`src/rtl/wr_cmd_pkg.sv`:
```
// Shared types for the master write command selector.
package wr_cmd_pkg;
    typedef enum logic [1:0] {
        ST_IDLE  = 2'd0,
        ST_ARB   = 2'd1,
        ST_BURST = 2'd2
    } wr_state_e;

    typedef enum logic {
        CMD_MW  = 1'b0,
        CMD_MWI = 1'b1
    } wr_cmd_e;
endpackage

```
`src/rtl/wr_cls_decode.sv`:
```
// Decodes the line size setting into a "supported" flag and a low-bit mask.
// Assumes supported sizes are the powers of two from 2**MIN_LOG2 to 2**MAX_LOG2.
module wr_cls_decode #(
    parameter int CW       = 8,
    parameter int MIN_LOG2 = 2,
    parameter int MAX_LOG2 = 5
) (
    input  logic [CW-1:0] cls_cfg,
    output logic          cls_ok,
    output logic [CW-1:0] cls_mask
);
    localparam int NSZ = MAX_LOG2 - MIN_LOG2 + 1;

    logic [NSZ-1:0] hit;

    // One comparator per supported power-of-two size.
    for (genvar g = 0; g < NSZ; g++) begin : g_size
        assign hit[g] = (cls_cfg == CW'(1 << (MIN_LOG2 + g)));
    end

    // Flag and mask; the mask is zero for unsupported settings.
    always_comb begin
        cls_ok   = |hit;
        cls_mask = cls_ok ? (cls_cfg - CW'(1)) : '0;
    end
endmodule

```
`src/rtl/wr_cmd_eval.sv`:
```
// Command choice and boundary detection for the write selector.
// Assumes AW >= CW and LW > CW.
module wr_cmd_eval #(
    parameter int AW = 32,
    parameter int LW = 16,
    parameter int CW = 8
) (
    input  logic [AW-1:0] addr,
    input  logic [LW-1:0] rem,
    input  logic [AW-1:0] nxt_addr,
    input  logic [LW-1:0] nxt_rem,
    input  logic [CW-1:0] cls_cfg,
    input  logic          cls_ok,
    input  logic [CW-1:0] cls_mask,
    input  logic          mwi_en,
    output logic          use_mwi,
    output logic          tail_short
);
    logic aligned;
    logic nxt_bnd;

    // MWI needs enable, a supported size, alignment and a full line of data.
    always_comb begin
        aligned = ((addr[CW-1:0] & cls_mask) == '0);
        use_mwi = mwi_en && cls_ok && aligned && (rem >= LW'(cls_cfg));
    end

    // The next address sits on a boundary with less than a line behind it.
    always_comb begin
        nxt_bnd    = ((nxt_addr[CW-1:0] & cls_mask) == '0);
        tail_short = nxt_bnd && (nxt_rem < LW'(cls_cfg));
    end
endmodule

```
`src/rtl/wr_xfer_track.sv`:
```
// Holds the current address and remaining dword count of a write transfer.
// Assumes load and step are never high together.
module wr_xfer_track #(
    parameter int AW = 32,
    parameter int LW = 16
) (
    input  logic          clk,
    input  logic          rst_n,
    input  logic          load,
    input  logic [AW-1:0] ld_addr,
    input  logic [LW-1:0] ld_len,
    input  logic          step,
    output logic [AW-1:0] addr,
    output logic [LW-1:0] rem,
    output logic [AW-1:0] nxt_addr,
    output logic [LW-1:0] nxt_rem
);
    // Values after the data phase of this cycle, if there is one.
    always_comb begin
        nxt_addr = addr + AW'(step);
        nxt_rem  = rem - LW'(step);
    end

    // Load on a new request, advance on each data phase.
    always_ff @(posedge clk) begin
        if (!rst_n) begin
            addr <= '0;
            rem  <= '0;
        end else if (load) begin
            addr <= ld_addr;
            rem  <= ld_len;
        end else begin
            addr <= nxt_addr;
            rem  <= nxt_rem;
        end
    end
endmodule

```
`src/rtl/wr_cmd_sel.sv`:
```
// Master write command selector: per-burst MWI/MW choice, with the command
// chosen again after every early termination or line-boundary stop.
// Assumes cls_cfg and mwi_en are stable while a request is in progress.
module wr_cmd_sel
    import wr_cmd_pkg::*;
#(
    parameter int AW       = 32,
    parameter int LW       = 16,
    parameter int CW       = 8,
    parameter int MIN_LOG2 = 2,
    parameter int MAX_LOG2 = 5
) (
    input  logic          clk,
    input  logic          rst_n,
    input  logic          req_valid,
    input  logic [AW-1:0] req_addr,
    input  logic [LW-1:0] req_len,
    output logic          req_ready,
    input  logic [CW-1:0] cls_cfg,
    input  logic          mwi_en,
    input  logic          gnt,
    input  logic          dphase,
    input  logic          term,
    output logic          cmd,
    output logic          burst_start,
    output logic          burst_stop,
    output logic [AW-1:0] cur_addr,
    output logic [LW-1:0] remaining
);
    wr_state_e     state_q, state_d;
    wr_cmd_e       cmd_q;
    logic          cls_ok;
    logic [CW-1:0] cls_mask;
    logic          use_mwi, tail_short;
    logic          load, step;
    logic [AW-1:0] nxt_addr;
    logic [LW-1:0] nxt_rem;

    wr_cls_decode #(.CW(CW), .MIN_LOG2(MIN_LOG2), .MAX_LOG2(MAX_LOG2)) u_cls (
        .cls_cfg (cls_cfg),
        .cls_ok  (cls_ok),
        .cls_mask(cls_mask)
    );

    wr_xfer_track #(.AW(AW), .LW(LW)) u_trk (
        .clk     (clk),
        .rst_n   (rst_n),
        .load    (load),
        .ld_addr (req_addr),
        .ld_len  (req_len),
        .step    (step),
        .addr    (cur_addr),
        .rem     (remaining),
        .nxt_addr(nxt_addr),
        .nxt_rem (nxt_rem)
    );

    wr_cmd_eval #(.AW(AW), .LW(LW), .CW(CW)) u_eval (
        .addr      (cur_addr),
        .rem       (remaining),
        .nxt_addr  (nxt_addr),
        .nxt_rem   (nxt_rem),
        .cls_cfg   (cls_cfg),
        .cls_ok    (cls_ok),
        .cls_mask  (cls_mask),
        .mwi_en    (mwi_en),
        .use_mwi   (use_mwi),
        .tail_short(tail_short)
    );

    // Request acceptance, data-phase stepping and burst strobes.
    always_comb begin
        req_ready   = (state_q == ST_IDLE);
        load        = req_ready && req_valid && (req_len != '0);
        step        = (state_q == ST_BURST) && dphase;
        burst_start = (state_q == ST_ARB) && gnt;
        burst_stop  = (state_q == ST_BURST) &&
                      (term || (step && nxt_rem == '0) ||
                       (cmd_q == CMD_MWI && step && tail_short));
        unique case (state_q)
            ST_ARB:   cmd = use_mwi;
            ST_BURST: cmd = cmd_q;
            default:  cmd = CMD_MW;
        endcase
    end

    // Next-state choice: idle -> arbitrate -> burst -> arbitrate or idle.
    always_comb begin
        state_d = state_q;
        unique case (state_q)
            ST_IDLE:  if (load) state_d = ST_ARB;
            ST_ARB:   if (gnt) state_d = ST_BURST;
            ST_BURST: if (burst_stop) state_d = (nxt_rem == '0) ? ST_IDLE : ST_ARB;
            default:  state_d = ST_IDLE;
        endcase
    end

    // State register and the command latched when the bus is granted.
    always_ff @(posedge clk) begin
        if (!rst_n) begin
            state_q <= ST_IDLE;
            cmd_q   <= CMD_MW;
        end else begin
            state_q <= state_d;
            if (burst_start) cmd_q <= use_mwi ? CMD_MWI : CMD_MW;
        end
    end
endmodule

```
`config.mk`:
```
export PLATFORM = sky130hd
export DESIGN_NAME = wr_cmd_sel
export DESIGN_NICKNAME = d
export VERILOG_FILES = /design/src/rtl/wr_cmd_pkg.sv /design/src/rtl/wr_cls_decode.sv /design/src/rtl/wr_cmd_eval.sv /design/src/rtl/wr_xfer_track.sv /design/src/rtl/wr_cmd_sel.sv
export SDC_FILE = /design/constraint.sdc
export NUM_CORES = 1
export LEC_CHECK = 0
export BUFFER_PORTS_ARGS = -buffer_cell sky130_fd_sc_hd__buf_2
export CAP_MARGIN = 40
export CORE_UTILIZATION = 55
export CTS_CLUSTER_SIZE = 10
export DETAILED_ROUTE_END_ITERATION = 8
export PLACE_DENSITY = 0.95
export RECOVER_POWER = 100
export SYNTH_ARGS = -nofsm -noshare
export SYNTH_HDL_FRONTEND = slang
export SYNTH_SLANG_ARGS = --single-unit
```
`constraint.sdc`:
```
create_clock -name clk -period 7 [get_ports clk]
set_input_delay 1.05 -clock clk [delete_from_list [all_inputs] [get_ports clk]]
set_output_delay 1.05 -clock clk [all_outputs]
set_load 0.02 [all_outputs]
```
# Word-level counts from Yosys, hierarchy flattened
# Index checks and enable logic that the tools add are counted.
[totals]
register_bits = 51
output_inout_bits = 52
word_cells = 51
in_bits = 63
[classes]
add_sub_neg = 3
n_reduce_logical = 21
muxes = 10
magnitude_cmp = 2
n_eq_ne = 9
bitwise = 2
[ops]
columns = ["cell", "n"]
rows = [
  ["adder 32 x 1 -> 32 bit", 1],
  ["2-to-1 mux 32 bit", 1],
  ["AND 8 bit", 2],
  [">= comparator 16 x 8 -> 1 bit", 1],
  ["logical NOT 16 bit", 1],
  ["logical NOT 8 bit", 2],
  ["< comparator 16 x 8 -> 1 bit", 1],
  ["2-to-1 mux 16 bit", 1],
  ["nonzero test 16 bit", 1],
  ["subtractor 16 x 1 -> 16 bit", 1],
  ["logical AND 1 bit", 12],
  ["== test 8 x 3 -> 1 bit, second input constant", 1],
  ["== test 8 x 4 -> 1 bit, second input constant", 1],
  ["== test 8 x 5 -> 1 bit, second input constant", 1],
  ["== test 8 x 6 -> 1 bit, second input constant", 1],
  ["2-to-1 mux 8 bit", 1],
  ["subtractor 8 x 1 -> 8 bit, second input constant", 1],
  ["2-to-1 mux 2 bit", 3],
  ["case mux 2 bit (3 select lines)", 1],
  ["inequality test 2 bit, second input constant", 2],
  ["OR reduction 4 bit", 1],
  ["AND reduction 3 bit", 1],
  ["== test 2 x 1 -> 1 bit, second input constant", 1],
  ["== test 2 bit, second input constant", 1],
  ["other kinds (5)", 7],
]

# Depth between registers and ports, before layout
[logic_depth]
word_depth = 11
mapped_depth = 16
ltp_nobuf = 16

# Cells and area by module
# Synthesis repeated with hierarchy kept, for this count alone.
[unflattened]
cells_unflattened = 479
hier_area_um2 = 4087.7
[by_module_without_submodules]
columns = ["mod", "area_per_inst_um2", "n_inst", "cells_per_inst", "seq_area_each_um2"]
rows = [
  ["wr_xfer_track", 3039.2, 1, 343, 960.9],
  ["wr_cmd_eval", 489.2, 1, 60, 0.0],
  ["wr_cmd_sel", 357.8, 1, 45, 60.1],
  ["wr_cls_decode", 201.4, 1, 31, 0.0],
]

# Worst setup path after synthesis
# Ideal clock, no wire load.
[synth_path]
kind = "input -> output"
from = "input dphase"
to = "output burst_stop"
t_arrival_ps = 3961
n_path_buf = 0
setup_slack_ps = 1989
stages = 14
cell_sequence = "and2_1 > ha_1 > ha_1 > or3b_2 > or3_1 > xor2_1 > inv_1 > ha_1 > nand2_1 > nor2_1 > a2111oi_0 > a22o_1 > a21oi_1 > nor2b_1"
[synth_via]
elab_chain_len = 8
word_cells_on_any_way = 14
[synth_lines]
columns = ["item", "line", "source"]
rows = [
  ["start: declaration", "wr_cmd_sel.sv:22", "input logic dphase,"],
  ["logical AND 1 bit *", "wr_cmd_sel.sv:75", "step = (state_q == ST_BURST) && dphase;"],
  ["parallel branches: the longest is 5 deep, another holds subtractor 16 x 1 -> 16 bit", "--", ""],
  ["logical OR 1 bit *", "wr_cmd_sel.sv:78", "(term || (step && nxt_rem == '0) ||"],
  ["logical AND 1 bit *", "wr_cmd_sel.sv:77", "burst_stop = (state_q == ST_BURST) &&"],
  ["end: declaration", "wr_cmd_sel.sv:26", "output logic burst_stop,"],
]
# Mark *: on every way between the ends.

# Worst setup path after layout
# Ends and elaborated chain as after synthesis.

==> summary.md <==
| Metric | Value |
|---|---|
| Status | complete, but fails checks |
| Failing checks | capacitance limit, slew limit |
| Initial antenna violation count | 0 |
| Hold Crit Class | flip-flop to flip-flop |
| Gpl congestion | 0.926 |
| Die area | 6510 um2 |
| Yosys warns | 0 |
| CTS root buf | clkbuf_8 |
| Grt peak-use layer | met2 |
| Post-synthesis register bit count | 51 |
| Vias in the first global route | 3257 |
| GRT Resource Usage Total | 28.3% |
| Slew Viols, Final | 90 |
| Crit Path Category | primary input to output port |
| HPWL Detailed | 6880 um |
| CTS Sinks | 51 |
| Worst Path Max Fanout | 5 |
| Register area share after synthesis | 30.0% |
| Worst path required time | 5.95 ns |
| Main synth FF type | dfxtp_1 |
| Initial Util | 57.1% |
| Largest net degree at the start of global routing | 90 |
| Worst path top cell family by delay | simple AND/OR/NAND/NOR gates |
| Final period util | 79.7% |
| Cells after Synth | 419 |
| CTS Buf Count | 5 |
| Post-cts repair resize count | 0 |
| Achievable Freq | 0.179 GHz |
| Met3 usage | 6.93% |
| Actual slew at the worst max-slew pin | 3.61 ns |
| Met2 Usage GRT | 47.0% |
| Row Count | 28 |
| Setup Buffers After CTS | 0 |
| Clk_lat worst skew | 0.31 ns |
| RSZ-0062 raised after global routing | no |
| Via density | 5.81 |
| DR pass1 iterations | 5 |
| Slowest library cell on the worst path | or3b_2 |
| Max-cap viol count | 1 |
| CP bufs+invs | 3 |
| CTS tree | yes |
| Worst path max stage delay | 0.52 ns |
| Die width | 80.7 um |
| Ant diodes | 0 |
| Async SR Flop Fraction | 0% |
| Syn-to-layout area delta | 19.8% |
| CP endpoint kind | output port |
| Hold Buf Count CTS | 0 |
| Number of I/O pins | 115 |
| CP dominant cell by count | ha_1 |
| H-tree Lvls | 2 |
| Die Y | 80.7 um |
| Clock buffer depth | 2 |
| Antenna viol nets, final | 0 |
| Worst endpoint data arrival time | 4.53 ns |
| Port Buffers | 114 |
| DR WL/cell | 14.9 um |
| CTS clk-pin slew, worst paths | 0.09 ns |
| Pleak | 1.69 nW |
| Syn_nets | 507 |
| Synth unique cells | 57 |
| Post-Syn Area | 3400 um2 |
| Clock Skew | 0.00958 ns |
| Setup tns final | 0 ns |
| CORE AREA | 5960 um2 |
| Global-route wire length before repair | 14400 um |
| Share of layout cells above drive strength 1 | 14.9% |
| Final Critical Period | 5.58 ns |
| Fin. Hold Viols | 0 |
| Routed WL | 8950 um |
| Syn_area_per_cell | 8.12 um2 |
| Residual DRC count | 0 |
| Hold_ws | 0.517 ns |
| CP startpoint kind | primary input |
| Via count | 3483 |
| Layout Nets | 612 |
| Slew margin rel. | -141% |
| Final setup violation count | 0 |
| Global routing usage on met1 | 34.7% |
| Number of flops mapped to enable cells by yosys | 0 |
| Remaining global-route overflow | 0 |
| Initial DRC Count | 280 |
| Cell breakdown of the critical path | buf_2 > and2_0 > ha_1 > ha_1 > or3b_2 > or3_1 > xor2_1 > inv_1 > ha_1 > nand2_1 > nor2_1 > a2111oi_0 > a22o_1 > a21oi_1 > nor2b_1 > clkbuf_1 |
| PD cells | 291 nW/um2 |
| VDD IR max | 0.178 mV |
-- layout make-up --
type	instances	area (um2)
Multi-Input combinational cell	329	2230
Fill cell	518	1880
Sequential cell	51	1020
Timing Repair Buffer	116	536
Tap cell	75	93.8
Clock buffer	6	82.6
Inverter	21	78.8
Clock inverter	2	38.8
-- Yosys cell counts, drive strengths merged, types with 4 or more instances --
library cell,count,area (um2)
or3,5,31.3
nand3,15,75.1
inv,20,75.1
nor3,9,45.0
a21o,4,30.0
nor2,51,191
clkbuf,14,52.6
dfxtp,51,1020
a22oi,4,30.0
nand4,7,43.8
xnor2,21,184
o21ai,26,134
ha,25,313
nor4,8,62.6
nor2b,4,25.0
a21oi,22,110
a211oi,24,180
nand2,25,93.8
mux2i,9,90.1
and4,5,43.8
xor2,25,219
buf,4,25.0
-- placed cells by master, fill, tap and decap left out, drive strengths merged, types with 2 or more instances in the layout --
cell,synthesis,layout
dfxtp,51,51
mux2i,9,9
and3,2,2
o22ai,2,2
nor3,9,9
nor2b,4,4
o31ai,2,2
or4,2,2
buf,4,62
nand4,7,7
nand3,15,15
a22oi,4,4
inv,20,21
or3,5,5
ha,25,25
a21oi,22,22
nand2b,3,3
xor2,25,25
nor2,51,51
clkbuf,14,60
or4b,2,2
a21o,4,4
xnor2,21,21
nand2,25,25
a311oi,2,2
a21boi,3,3
a211oi,24,24
o21ai,26,26
and2,3,3
or2,2,2
a2111oi,2,2
and4,5,5
nor4,8,8
-- tightest hold or removal path, delay by kind of cell, from the launching register on --
family / cells / cell delay, ns
flops: 1 / 0.35
compound gates: 1 / 0.05
simple gates: 1 / 0.08
-- metrics by stage --
stage          worst slack, ns  utilization (%)  instance area [um2]  power (mW)  std cells
5_1_grt                   1.24             68.5                 4080        1.27        600
4_1_cts                   1.59             69.6                 4150        1.19        600
3_3_place_gp              1.70             67.1                 4000       0.948        591
2_1_floorplan             1.99                -                 3400       0.809        419
6_report                  1.42             68.5                 4080        1.19        600
3_5_place_dp              1.59             67.6                 4030       0.972        592
-- cells by family (layout without fill, tap and decap cells) --
logic type / after synthesis / after routing / synth area share (%)
buffers and inverters: 39 / 145 / 4.60
DFF: 51 / 51 / 30.0
adders and majority gates: 25 / 25 / 9.19
and+or+nand+nor: 149 / 149 / 22.6
AOI/OAI and AO/OA: 100 / 100 / 19.1
muxes: 9 / 9 / 2.65
xor gates and xnor gates: 46 / 46 / 11.8
-- sequential cells by signal, summed over array words and instances (netlist names) --
name        count
u_trk.rem      16
state_q         2
cmd_q           1
u_trk.addr     32
-- layer usage --
metal | wire, um | vias to the layer above
li1 | - | 1710
met1 | 3900 | 1604
met2 | 4260 | 147
met3 | 605 | 22
met4 | 191 | 0
met5 | 0 | -
-- path summary, 6_finish.rpt --
kind	start	depth (start not counted)	endpoint	slack, ns
min reg2reg	cmd_q	2	cmd_q	0.52
min	cmd_q	2	cmd_q	0.52
max	dphase	16	burst_stop	1.42
max reg2reg	state_q[0]	7	u_trk.addr[19]	2.77
-- report_power, final --
| part | internal, mW | switching (mW) | total (mW) |
|---|---|---|---|
| clock | 0.118 | 0.105 | 0.223 |
| combinational | 0.199 | 0.317 | 0.515 |
| sequential | 0.357 | 0.0932 | 0.450 |
(Power assumes the default switching activity.)
